`config.mk`:
```
export PLATFORM = sky130hd
export DESIGN_NAME = circbuf_addr_unit
export DESIGN_NICKNAME = d
export VERILOG_FILES = /design/src/rtl/circbuf_pkg.sv /design/src/rtl/circbuf_desc_check.sv /design/src/rtl/circbuf_wrap.sv /design/src/rtl/circbuf_addr_unit.sv
export SDC_FILE = /design/constraint.sdc
export NUM_CORES = 1
export LEC_CHECK = 0
export BUFFER_PORTS_ARGS = -buffer_cell sky130_fd_sc_hd__clkbuf_2
export CAP_MARGIN = 10
export CORE_MARGIN = 2
export CORE_UTILIZATION = 55
export DETAILED_ROUTE_END_ITERATION = 8
export PLACE_DENSITY = 0.83
export SYNTH_ARGS = -nofsm -noshare
export SYNTH_HDL_FRONTEND = slang
export SYNTH_SLANG_ARGS = --single-unit
```
`constraint.sdc`:
```
create_clock -name clk -period 15.1 [get_ports clk]
set_clock_uncertainty 0.15 [all_clocks]
set_input_delay 2.265 -clock clk [delete_from_list [all_inputs] [get_ports clk]]
set_output_delay 2.265 -clock clk [all_outputs]
set_load 0.02 [all_outputs]
```
`src/rtl/circbuf_pkg.sv`:
```
package circbuf_pkg;

    localparam int NSPACE = 2;

    typedef enum logic {
        DIR_UP   = 1'b0,
        DIR_DOWN = 1'b1
    } circ_dir_e;

    typedef struct packed {
        logic ok;       // descriptor usable for correction
        logic chk_up;   // upper edge is checked
        logic chk_dn;   // lower edge is checked
    } desc_flags_t;

    // Spread the highest set bit downwards: gives 2^k-1 >= v
    function automatic logic [31:0] smear32(input logic [31:0] v);
        logic [31:0] r;
        r = v;
        r = r | (r >> 1);
        r = r | (r >> 2);
        r = r | (r >> 4);
        r = r | (r >> 8);
        r = r | (r >> 16);
        return r;
    endfunction

endpackage

```
`src/rtl/circbuf_desc_check.sv`:
```
module circbuf_desc_check
    import circbuf_pkg::*;
#(
    parameter int AW   = 16,
    parameter int NREG = 16,
    parameter int RW   = $clog2(NREG)
) (
    input  logic          clk,
    input  logic          rst,
    input  logic          en,
    input  logic          down,
    input  logic [RW-1:0] regn,
    input  logic [AW-1:0] start_a,
    input  logic [AW-1:0] end_a,
    output desc_flags_t   flags,
    output logic [AW:0]   len,
    output logic          err,
    output logic          warn
);

    localparam logic [RW-1:0] WARN_LO = RW'(NREG - 2);

    logic [AW-1:0] diff;
    logic [AW-1:0] mask;
    logic [31:0]   smeared;
    logic          ordered;
    logic          start_al;
    logic          end_al;
    logic          pow2;
    logic          bidir;
    logic          align_ok;

    always_comb begin
        diff     = end_a - start_a;
        smeared  = smear32(32'(diff));
        mask     = smeared[AW-1:0];
        ordered  = (end_a >= start_a);
        start_al = ((start_a & mask) == '0);
        end_al   = ((end_a & mask) == mask);
        pow2     = (diff == mask);
        bidir    = pow2 && start_al;
        align_ok = bidir || (circ_dir_e'(down) == DIR_DOWN ? end_al : start_al);

        flags.ok     = en && ordered && align_ok;
        flags.chk_up = flags.ok && (bidir || circ_dir_e'(down) == DIR_UP);
        flags.chk_dn = flags.ok && (bidir || circ_dir_e'(down) == DIR_DOWN);
        len          = {1'b0, diff} + 1'b1;
        err          = en && !(ordered && align_ok);
        warn         = en && (regn >= WARN_LO);
    end

    // A two-edged buffer must have its last address aligned as well
    AST_BIDIR_END_ALIGNED: assert property (@(posedge clk) disable iff (rst)
        (flags.chk_up && flags.chk_dn) |-> ((end_a & mask) == mask));

endmodule

```
`src/rtl/circbuf_wrap.sv`:
```
module circbuf_wrap #(
    parameter int AW = 16,
    parameter int MW = 8
) (
    input  logic [AW-1:0] old_a,
    input  logic [MW-1:0] step,
    input  logic [AW-1:0] start_a,
    input  logic [AW-1:0] end_a,
    input  logic [AW:0]   len,
    input  logic          chk_up,
    input  logic          chk_dn,
    output logic [AW-1:0] new_a
);

    localparam int SW = AW + 2;

    logic [SW-1:0] step_ext;
    logic [SW-1:0] sum;
    logic [SW-1:0] fixed;
    logic          step_pos;
    logic          step_neg;

    always_comb begin
        step_ext = {{(SW-MW){step[MW-1]}}, step};
        sum      = {2'b00, old_a} + step_ext;
        step_neg = step[MW-1];
        step_pos = !step[MW-1] && (step != '0);
        fixed    = sum;
        if (chk_up && step_pos && ($signed(sum) > $signed({2'b00, end_a})))
            fixed = sum - {1'b0, len};
        else if (chk_dn && step_neg && ($signed(sum) < $signed({2'b00, start_a})))
            fixed = sum + {1'b0, len};
        new_a = fixed[AW-1:0];
    end

endmodule

```
`src/rtl/circbuf_addr_unit.sv`:
```
module circbuf_addr_unit
    import circbuf_pkg::*;
#(
    parameter int AW   = 16,
    parameter int MW   = 8,
    parameter int NREG = 16,
    parameter int RW   = $clog2(NREG)
) (
    input  logic                     clk,
    input  logic                     rst,
    input  logic                     upd_space,
    input  logic [RW-1:0]            upd_reg,
    input  logic [AW-1:0]            upd_addr,
    input  logic [MW-1:0]            upd_mod,
    input  logic [NSPACE-1:0]        desc_en,
    input  logic [NSPACE-1:0]        desc_down,
    input  logic [NSPACE-1:0][RW-1:0] desc_reg,
    input  logic [NSPACE-1:0][AW-1:0] desc_start,
    input  logic [NSPACE-1:0][AW-1:0] desc_end,
    output logic [AW-1:0]            res_addr,
    output logic [NSPACE-1:0]        cfg_err,
    output logic [NSPACE-1:0]        stack_warn
);

    desc_flags_t              flags [NSPACE];
    logic [NSPACE-1:0][AW:0]  lens;

    for (genvar i = 0; i < NSPACE; i++) begin : g_desc
        circbuf_desc_check #(.AW(AW), .NREG(NREG), .RW(RW)) i_check (
            .clk     (clk),
            .rst     (rst),
            .en      (desc_en[i]),
            .down    (desc_down[i]),
            .regn    (desc_reg[i]),
            .start_a (desc_start[i]),
            .end_a   (desc_end[i]),
            .flags   (flags[i]),
            .len     (lens[i]),
            .err     (cfg_err[i]),
            .warn    (stack_warn[i])
        );
    end

    desc_flags_t   sel_flags;
    logic [AW-1:0] sel_start;
    logic [AW-1:0] sel_end;
    logic [AW:0]   sel_len;
    logic          active;
    logic [AW-1:0] wrapped;

    always_comb begin
        sel_flags = flags[upd_space];
        sel_start = desc_start[upd_space];
        sel_end   = desc_end[upd_space];
        sel_len   = lens[upd_space];
        active    = sel_flags.ok && (upd_reg == desc_reg[upd_space]);
    end

    circbuf_wrap #(.AW(AW), .MW(MW)) i_wrap (
        .old_a   (upd_addr),
        .step    (upd_mod),
        .start_a (sel_start),
        .end_a   (sel_end),
        .len     (sel_len),
        .chk_up  (active && sel_flags.chk_up),
        .chk_dn  (active && sel_flags.chk_dn),
        .new_a   (wrapped)
    );

    always_ff @(posedge clk) begin
        if (rst) res_addr <= '0;
        else     res_addr <= wrapped;
    end

    // Observation terms for the properties below
    logic [AW-1:0] plain_sum;
    logic [MW-1:0] step_mag;
    logic          in_buf;
    logic          step_fits;

    always_comb begin
        plain_sum = upd_addr + {{(AW-MW){upd_mod[MW-1]}}, upd_mod};
        step_mag  = upd_mod[MW-1] ? (~upd_mod + 1'b1) : upd_mod;
        in_buf    = (upd_addr >= sel_start) && (upd_addr <= sel_end);
        step_fits = ({{(AW+1-MW){1'b0}}, step_mag} <= sel_len);
    end

    AST_RESET_CLEARS: assert property (@(posedge clk) disable iff (rst)
        $past(rst) |-> (res_addr == '0));

    AST_PASS_THROUGH: assert property (@(posedge clk) disable iff (rst)
        !active |=> (res_addr == $past(plain_sum)));

    AST_NO_BACKWARD_FIX: assert property (@(posedge clk) disable iff (rst)
        (active && !sel_flags.chk_dn && upd_mod[MW-1]) |=> (res_addr == $past(plain_sum)));

    AST_STAYS_IN_RING: assert property (@(posedge clk) disable iff (rst)
        (active && sel_flags.chk_up && sel_flags.chk_dn && in_buf && step_fits)
        |=> ((res_addr >= $past(sel_start)) && (res_addr <= $past(sel_end))));

endmodule

```
==> qor.csv <==
metric;value;unit
clock tree sinks;16;
fin crit period;9.00;ns
final instance area;8520;um2
Yosys top cell area share;18.2;%
sequential fraction of the synthesis area;4.12;%
diode count;0;
Bufs on Longest Clock Path;2;
Tot GR Track Use;34.8;%
LEAKAGE;3.87;nW
Area contributors post-synth;ha_1, a21oi_1, mux2i_1, dfxtp_1, inv_1;
routed wire length per instance;20.1;um
Slew Limit Fails;0;
Setup CP Type;input port to output port;
Die Span Y;123;um
dpl cell area;8430;um2
Avg Cell Area, Syn;7.38;um2
Yosys warning total;0;
Largest register FFs;16;
Most flops, register;res_addr;
WL final;26700;um
Die ar.;15100;um2
Psw;0.360;mW
CTS tree;done;
Yosys cell types;95;
CORE AREA;13800;um2
routability cong.;1.14;
total vias in the final route;8964;
Starting Density;56.2;%
Remaining DRCs;0;
Fill cells;1278;
register area;320;um2
post-CTS sizing;0;
Startpoint Class;input port;
Gate power share;83.9;%
sequential share of power;7.8;%
Final Util;61.6;%
global route overflow;0;
EDFF count, synth;0;
dpl cells;1322;
Tcrit/Tclk final;59.6;%
critical path endpoint category;output port;
biggest regs;res_addr (16);
IO Pins;127;
Final nets;1372;
largest net degree at the start of global routing;54;
Final TNS setup;0;ns
commonest non-fill, non-tap cell in the layout;clkbuf_2;
worst-path fanout max;18;
Max Fclk;111;MHz
Setup WS pre-CTS;6.23;ns
area leader, netlist;ha_1;
Root Buffer;clkbuf_16;
# port buffers;126;
First DRT Iteration DRCs;1144;
Mapped Area;7770;um2
flops & latches, synth;16;
Post-CTS Setup Bufs;0;
critical path arrival;6.58;ns
syn_nets;1278;
CP required;12.69;ns
Switching Share;54.1;%
area occupied by multi-input gates;6930;um2
share of layout cells above drive strength 1;15.6;%
Core Rows;43;
HP Class;input port to flip-flop;
htree depth;1;
total of max-cap violations;0;
most frequent cells in the layout;clkbuf_2, ha_1, a21oi_1;
maximum VDD drop;0.0435;mV
Non-Filler Instances;1326;
initial antenna violation count;0;
Internal Pwr Total;0.305;mW
Synth Flop Type;dfxtp_1;
unrepaired setup endpoints after global routing;false;
Slew HR;33.1;%
clock power share;8.3;%
dpl hpwl;22100;um
async set-reset flop share out of synthesis;0;%
Cells after Synth;1053;
Pwr Density;78.0;nW/um2
Hold Fails Final Rpt;0;
first-pass GRT wire length;41600;um
vias in the first global route;8085;
total power draw;0.664;mW
Layout area overhead;9.54;%
die width;123;um
Worst-path clk slew;0.05;ns
Hold Buf Count CTS;0;
final worst-path setup slack;6.10;ns
slew at the pin with the worst max-slew slack;1.00;ns
via density per instance;6.76;
Hold WS;2.11;ns
CTS Buf Count;3;
Final setup viols;0;
DRT Pass-1 Iters;6;
Hold Crit Depth;2;
status;finished clean;
antenna viol nets, final;0;
==> synthesized netlist by cell type (6+ instances only) <==
master and instances:
ha_1 113, a21oi_1 92, inv_1 82, nor2_1 62, nand2_1 56, o21ai_0 50, mux2i_1 40, nor3_1 33
xnor2_1 26, o21a_1 22, xor2_1 22, a21o_1 20, nand2b_1 19, nand3_1 19, o21bai_1 19, o31ai_1 18
nand4_1 17, clkbuf_1 16, dfxtp_1 16, nor2b_1 16, a211oi_1 15, a31oi_1 15, and2_1 14, o221ai_1 14
and3_1 13, a221o_1 12, nor4_1 11, o211ai_1 10, buf_2 9, buf_4 9, o2111ai_1 9, or2_2 9
a2111oi_0 8, o31a_1 7, a21boi_0 6, nand3b_1 6, nor3b_1 6, o21ai_1 6
==> final timing paths <==
| path | slack, ns | end | from |
|---|---|---|---|
| max | 6.10 | cfg_err[1] | desc_start[22] |
| min | 2.11 | res_addr[15] | rst |
==> critical path: stages <==
cell and delay (ns):
clkbuf_2 0.11, inv_1 0.07, ha_1 0.37, a21o_1 0.20, or3_1 0.33, o21a_1 0.25
a41o_1 0.29, xnor2_1 0.35, and4b_1 0.68, nand3_1 0.21, o2bb2ai_1 0.17, or4_4 0.44
or4_4 0.50, and3_1 0.18, clkbuf_2 0.16
==> kinds of logic after synthesis <==
logic type	Yosys count	synth area share (%)
simple gates	328	23.8
flops	16	4.12
buf+inv	121	6.71
mux	42	5.44
fa+ha+maj	118	19.5
xor+xnor	49	5.76
compound gates	379	34.7
==> metal layers <==
layer	up-vias	share of wire (%)	track usage, %
met5	-	0	0
met4	0	4.6	15.4
met3	84	11	5.48
met2	506	44	54.2
met1	4149	41	47.0
li1	4225	-	-
==> power by group through the flow <==
| stage | clock network [mW] | logic, mW | registers, mW |
|---|---|---|---|
| 2_1_floorplan | 0 | 0.395 | 0.0631 |
| 3_3_place_gp | 0 | 0.526 | 0.0525 |
| 3_5_place_dp | 0 | 0.537 | 0.0529 |
| 4_1_cts | 0.0551 | 0.540 | 0.0521 |
| 5_1_grt | 0.0580 | 0.611 | 0.0531 |
| 6_report | 0.0550 | 0.557 | 0.0519 |
==> final cells by class <==
cell class | instances | share of cell area (%)
Sequential cell | 16 | 3.76
Inverter | 83 | 3.66
Tap cell | 180 | 2.64
Clock buffer | 4 | 1.04
Multi-Input combinational cell | 916 | 81.4
Timing Repair Buffer | 127 | 7.49
No activity file was read; power rests on OpenSTA's default activity.
